--- src/rtl/ram_shift_line_pkg.sv ---
package ram_shift_line_pkg;
  typedef enum logic [1:0] {
    SEQ_IDLE  = 2'd0,
    SEQ_READ  = 2'd1,
    SEQ_WRITE = 2'd2
  } seq_state_e;
endpackage

--- src/rtl/rsl_sequencer.sv ---
module rsl_sequencer
  import ram_shift_line_pkg::*;
(
  input  logic clk,
  input  logic rst,
  input  logic req,
  input  logic din,
  output logic busy,
  output logic rd_strobe,
  output logic wr_strobe,
  output logic rd_wr,
  output logic din_hold
);
  seq_state_e st, st_nx;

  always_comb begin
    st_nx = st;
    case (st)
      SEQ_IDLE:  if (req) st_nx = SEQ_READ;
      SEQ_READ:  st_nx = SEQ_WRITE;
      SEQ_WRITE: st_nx = SEQ_IDLE;
      default:   st_nx = SEQ_IDLE;
    endcase
  end

  always_ff @(posedge clk) begin
    if (rst) begin
      st       <= SEQ_IDLE;
      din_hold <= 1'b0;
    end else begin
      st <= st_nx;
      // capture the new bit only at acceptance
      if (st == SEQ_IDLE && req) din_hold <= din;
    end
  end

  assign busy      = (st != SEQ_IDLE);
  assign rd_strobe = (st == SEQ_READ);
  assign wr_strobe = (st == SEQ_WRITE);
  assign rd_wr     = (st != SEQ_WRITE);
endmodule

--- src/rtl/rsl_addr_ctr.sv ---
module rsl_addr_ctr #(
  parameter int DEPTH = 1024,
  parameter int AW    = $clog2(DEPTH)
) (
  input  logic          clk,
  input  logic          rst,
  input  logic          step,
  output logic [AW-1:0] addr
);
  localparam logic [AW-1:0] LAST = AW'(DEPTH - 1);
  logic [AW-1:0] addr_nx;

  generate
    if ((1 << AW) == DEPTH) begin : g_pow2
      assign addr_nx = addr + 1'b1;
    end else begin : g_mod
      assign addr_nx = (addr == LAST) ? '0 : addr + 1'b1;
    end
  endgenerate

  always_ff @(posedge clk) begin
    if (rst)       addr <= '0;
    else if (step) addr <= addr_nx;
  end
endmodule

--- src/rtl/rsl_bitram.sv ---
module rsl_bitram #(
  parameter int DEPTH = 1024,
  parameter int AW    = $clog2(DEPTH)
) (
  input  logic          clk,
  input  logic          rst,
  input  logic          rd_en,
  input  logic          wr_en,
  input  logic [AW-1:0] addr,
  input  logic          wdata,
  output logic          rdata
);
  logic mem [0:DEPTH-1];

  // array without reset so it maps onto block RAM
  always_ff @(posedge clk) begin
    if (wr_en) mem[addr] <= wdata;
  end

  // output register doubles as the serial output stage
  always_ff @(posedge clk) begin
    if (rst)        rdata <= 1'b0;
    else if (rd_en) rdata <= mem[addr];
  end
endmodule

--- src/rtl/ram_shift_line.sv ---
module ram_shift_line #(
  parameter  int DEPTH = 1024,
  localparam int AW    = $clog2(DEPTH)
) (
  input  logic          clk,
  input  logic          rst,
  input  logic          shift_req,
  input  logic          ser_in,
  output logic          ser_out,
  output logic          busy,
  output logic [AW-1:0] mem_addr,
  output logic          mem_rd_wr
);
  logic rd_strobe, wr_strobe, din_hold;

  rsl_sequencer u_seq (
    .clk       (clk),
    .rst       (rst),
    .req       (shift_req),
    .din       (ser_in),
    .busy      (busy),
    .rd_strobe (rd_strobe),
    .wr_strobe (wr_strobe),
    .rd_wr     (mem_rd_wr),
    .din_hold  (din_hold)
  );

  rsl_addr_ctr #(.DEPTH(DEPTH), .AW(AW)) u_ctr (
    .clk  (clk),
    .rst  (rst),
    .step (wr_strobe),
    .addr (mem_addr)
  );

  rsl_bitram #(.DEPTH(DEPTH), .AW(AW)) u_ram (
    .clk   (clk),
    .rst   (rst),
    .rd_en (rd_strobe),
    .wr_en (wr_strobe),
    .addr  (mem_addr),
    .wdata (din_hold),
    .rdata (ser_out)
  );
endmodule

--- config.mk ---
export PLATFORM = sky130hd
export DESIGN_NAME = ram_shift_line
export DESIGN_NICKNAME = d
export VERILOG_FILES = /design/src/rtl/ram_shift_line_pkg.sv /design/src/rtl/rsl_sequencer.sv /design/src/rtl/rsl_addr_ctr.sv /design/src/rtl/rsl_bitram.sv /design/src/rtl/ram_shift_line.sv
export SDC_FILE = /design/constraint.sdc
export NUM_CORES = 1
export LEC_CHECK = 0
export CAP_MARGIN = 20
export CORE_ASPECT_RATIO = 0.9
export CORE_MARGIN = 1.5
export CORE_UTILIZATION = 45
export CTS_CLUSTER_DIAMETER = 50
export DETAILED_ROUTE_END_ITERATION = 16
export RECOVER_POWER = 100
export SLEW_MARGIN = 30
export SYNTH_ARGS = -nofsm -noshare
export SYNTH_HDL_FRONTEND = slang
export SYNTH_HIERARCHICAL = 1
export SYNTH_SLANG_ARGS = --single-unit
--- constraint.sdc ---
create_clock -name clk -period 28.6 [get_ports clk]
set_input_delay 5.72 -clock clk [delete_from_list [all_inputs] [get_ports clk]]
set_output_delay 5.72 -clock clk [all_outputs]
set_load 0.005 [all_outputs]
==> results_dict.tcl <==
set metrics [dict create \
    drtIter0Drc 3766 \
    post_cts_buffers 0 \
    slowest_stage "clkbuf_1" \
    tightest_slew_ps 5010 \
    crit_fanout 132 \
    crit_family "buffers and inverters" \
    finalNetCount 3321 \
    core_um2 98300 \
    start_util_pct 45.5 \
    yosys.area.top_type "edfxtp_1" \
    grt_max_degree 137 \
    die_w_um 335 \
    antenna_found_initial 0 \
    gp_congestion 0.818 \
    grt_pass1_vias 27345 \
    setup-tns-final_ps 0 \
    ys_types 53 \
    die_height_um 302 \
    avgViaCountPerCell 6.04 \
    yosys.area.top_type_share_pct 68.7 \
    status "complete, but fails checks" \
    synth_cells 3431 \
    required_ps 28370 \
    grt_first_pass_wirelength_um 191000 \
    die-area_um2 101000 \
    hpwl_um 68700 \
    cts_hold_buf 0 \
    rsz0062_at_grt "false" \
    crit_chain "clkbuf_1, clkbuf_1" \
    hp-class "register to register" \
    drive_above_1_share_pct 8.21 \
    arrival_ps 10060 \
    yosys_warnings 6 \
    synthTopCellsByArea "edfxtp_1 (69%), mux2i_1 (11%), nor2_1 (9.0%)" \
    cpMostUsedCell "clkbuf_1" \
    crit_path_end_kind "register" \
    synth.yosys.seq_area_share_pct 69.3 \
    min_period_over_period_pct 36.0 \
    htreeDepth 3 \
    rows 109 \
    vdd_drop_max_v 0.0000486 \
    cts.repair.resized 0 \
    synth_enable_flop_cells 1024 \
    grt_overflow 0 \
    period_needed_ps 10290 \
    drtPass1Iterations 5 \
    ios 17 \
    fmax_mhz 97.2 \
    routedWlPerCell_um 28.2 \
    insertion_delay_ps 690 \
    whs_path_depth 2 \
    powerDensity_nw_per_um2 64.1 \
    maxCapViolCount 44 \
    ant_nets 0 \
    cpPeakStageDelay_ps 3570 \
    cts-root-buf "clkbuf_16" \
    fin_cells 4742 \
    synth-seq-cells 1038 \
    dr_total_vias 28630 \
    finalSetupViolCount 0 \
    synth_flop_cell "edfxtp_1" \
    hold_viol 0 \
    crit_buf_inv 2 \
    syn_area_um2 44800 \
    crit_type "register to register" \
    violations "capacitance limit, slew limit" \
    r2r_cells 2 \
    drt_wl_total_um 134000 \
    dp_cells 4535 \
    post-route-drc-count 0 \
    grt_usage_pct 26.3 \
    cts.sinks 1038 \
    p_leak_nw 13.8 \
    worstSetupStartpointType "register" \
    tritoncts "yes" \
    area_delta_synth_final_pct 10.5 \
    synth_fp_nets 3436 \
    maxSlewHeadroom_pct -234 \
    report.final.slew_viol_count 2000 \
    synthArstFlopShare_pct 0 \
    cp.depth 2 \
    path_clk_slew_ps 60 \
    finalClockSkew_ps 17.2 \
    port_buffers 16 \
    synth.avg_cell_area_um2 13.0 \
    cts_made_buffers 111 \
    cts_buffer_depth 3 \
]
==> sequential cells by signal (all words and copies together) (netlist names) <==
name and cells:
u_ram/rdata 1, u_seq/st 2, u_seq/din_hold 1, u_ctr/addr 10, u_ram/mem 1024
==> logic make-up (layout without fill, tap and decap cells) <==
kind of cell / count (synthesis) / count (layout) / synth area share, %
simple gates: 1286 / 1286 / 11.7
flops: 1038 / 1038 / 69.3
mux: 496 / 496 / 11.7
buf+inv: 324 / 302 / 3.15
compound gates: 282 / 282 / 4.08
xor+xnor: 4 / 4 / 0.0783
fa+ha+maj: 1 / 1 / 0.0280
other cells: 0 / 1 / 0
==> cell type report <==
cell class	count	area, um2
Multi-Input combinational cell	2069	12500
Antenna cell	1	2.50
Inverter	3	11.3
Fill cell	8478	48900
Tap cell	1332	1670
Timing Repair Buffer	93	612
Clock inverter	68	661
Sequential cell	1038	31000
Clock buffer	138	2950
==> synth_stat cells, drive strengths merged (4+ instances only) <==
master	instances
nor4	34
a22oi	9
edfxtp	1024
clkbuf	217
o31ai	6
nor2b	9
or4b	4
o21ai	17
nand2	80
and2	5
o22a	8
dfxtp	14
nor3b	6
o22ai	204
o2111ai	17
a21oi	7
nand4b	4
nor2	1071
buf	104
nor3	23
mux2i	474
nand4bb	5
nand3	10
nand4	7
a31oi	8
and3	4
mux4	20
nand2b	6
==> metal layers <==
| metal | GRT usage, % | wire [um] |
|---|---|---|
| met1 | 37.0 | 53900 |
| met2 | 42.6 | 63000 |
| met3 | 4.26 | 12900 |
| met4 | 7.28 | 3870 |
| met5 | 0 | 83 |
==> worst reg2reg max path, cell delays in order (launching register included) <==
cell and delay (ps):
dfxtp_1 2190, clkbuf_1 3430, clkbuf_1 3610
==> worst paths after layout <==
path / startpoint / to / slack [ps]
worst max-delay path: u_seq/din_hold$_SDFFE_PP0P_ / u_ram/mem[34]$_DFFE_PP_ / 18310
worst max register to register: u_seq/din_hold$_SDFFE_PP0P_ / u_ram/mem[34]$_DFFE_PP_ / 18310
worst min register to register: u_seq/st[0]$_SDFFE_PP0P_ / u_seq/din_hold$_SDFFE_PP0P_ / 600
worst min-delay path: u_seq/st[0]$_SDFFE_PP0P_ / u_seq/din_hold$_SDFFE_PP0P_ / 600
==> layout by cell type, fill, tap and decap left out, types with 21 or more instances in the layout <==
master / n
nor2_1: 1071
edfxtp_1: 1024
mux2i_1: 474
o22ai_1: 204
clkbuf_16: 114
clkbuf_1: 61
nand2_1: 42
nand2_2: 38
buf_4: 37
nor4_1: 34
clkinv_1: 25
nor3_1: 21
==> report_power, final <==
part	leakage (nW)	internal, mW	switching [mW]
combinational	2.47	0.00902	0.0372
clock	1.75	0.838	0.595
sequential	9.55	1.69	0.00336
==> through the flow <==
stage / worst slack, ps / hold slack, ps / cell area [um2] / power (mW) / util [%]
after floorplan: 13040 / 492 / 44800 / 1.77 / -
after global placement: 21410 / 589 / 46000 / 1.76 / 46.8
after detailed placement: 21450 / 584 / 46000 / 1.76 / 46.8
after CTS: 20810 / 590 / 49600 / 3.18 / 50.5
after global routing: 17500 / 616 / 49400 / 3.24 / 50.3
final: 18310 / 597 / 49500 / 3.17 / 50.3
Power figures use the tool's default switching activity.
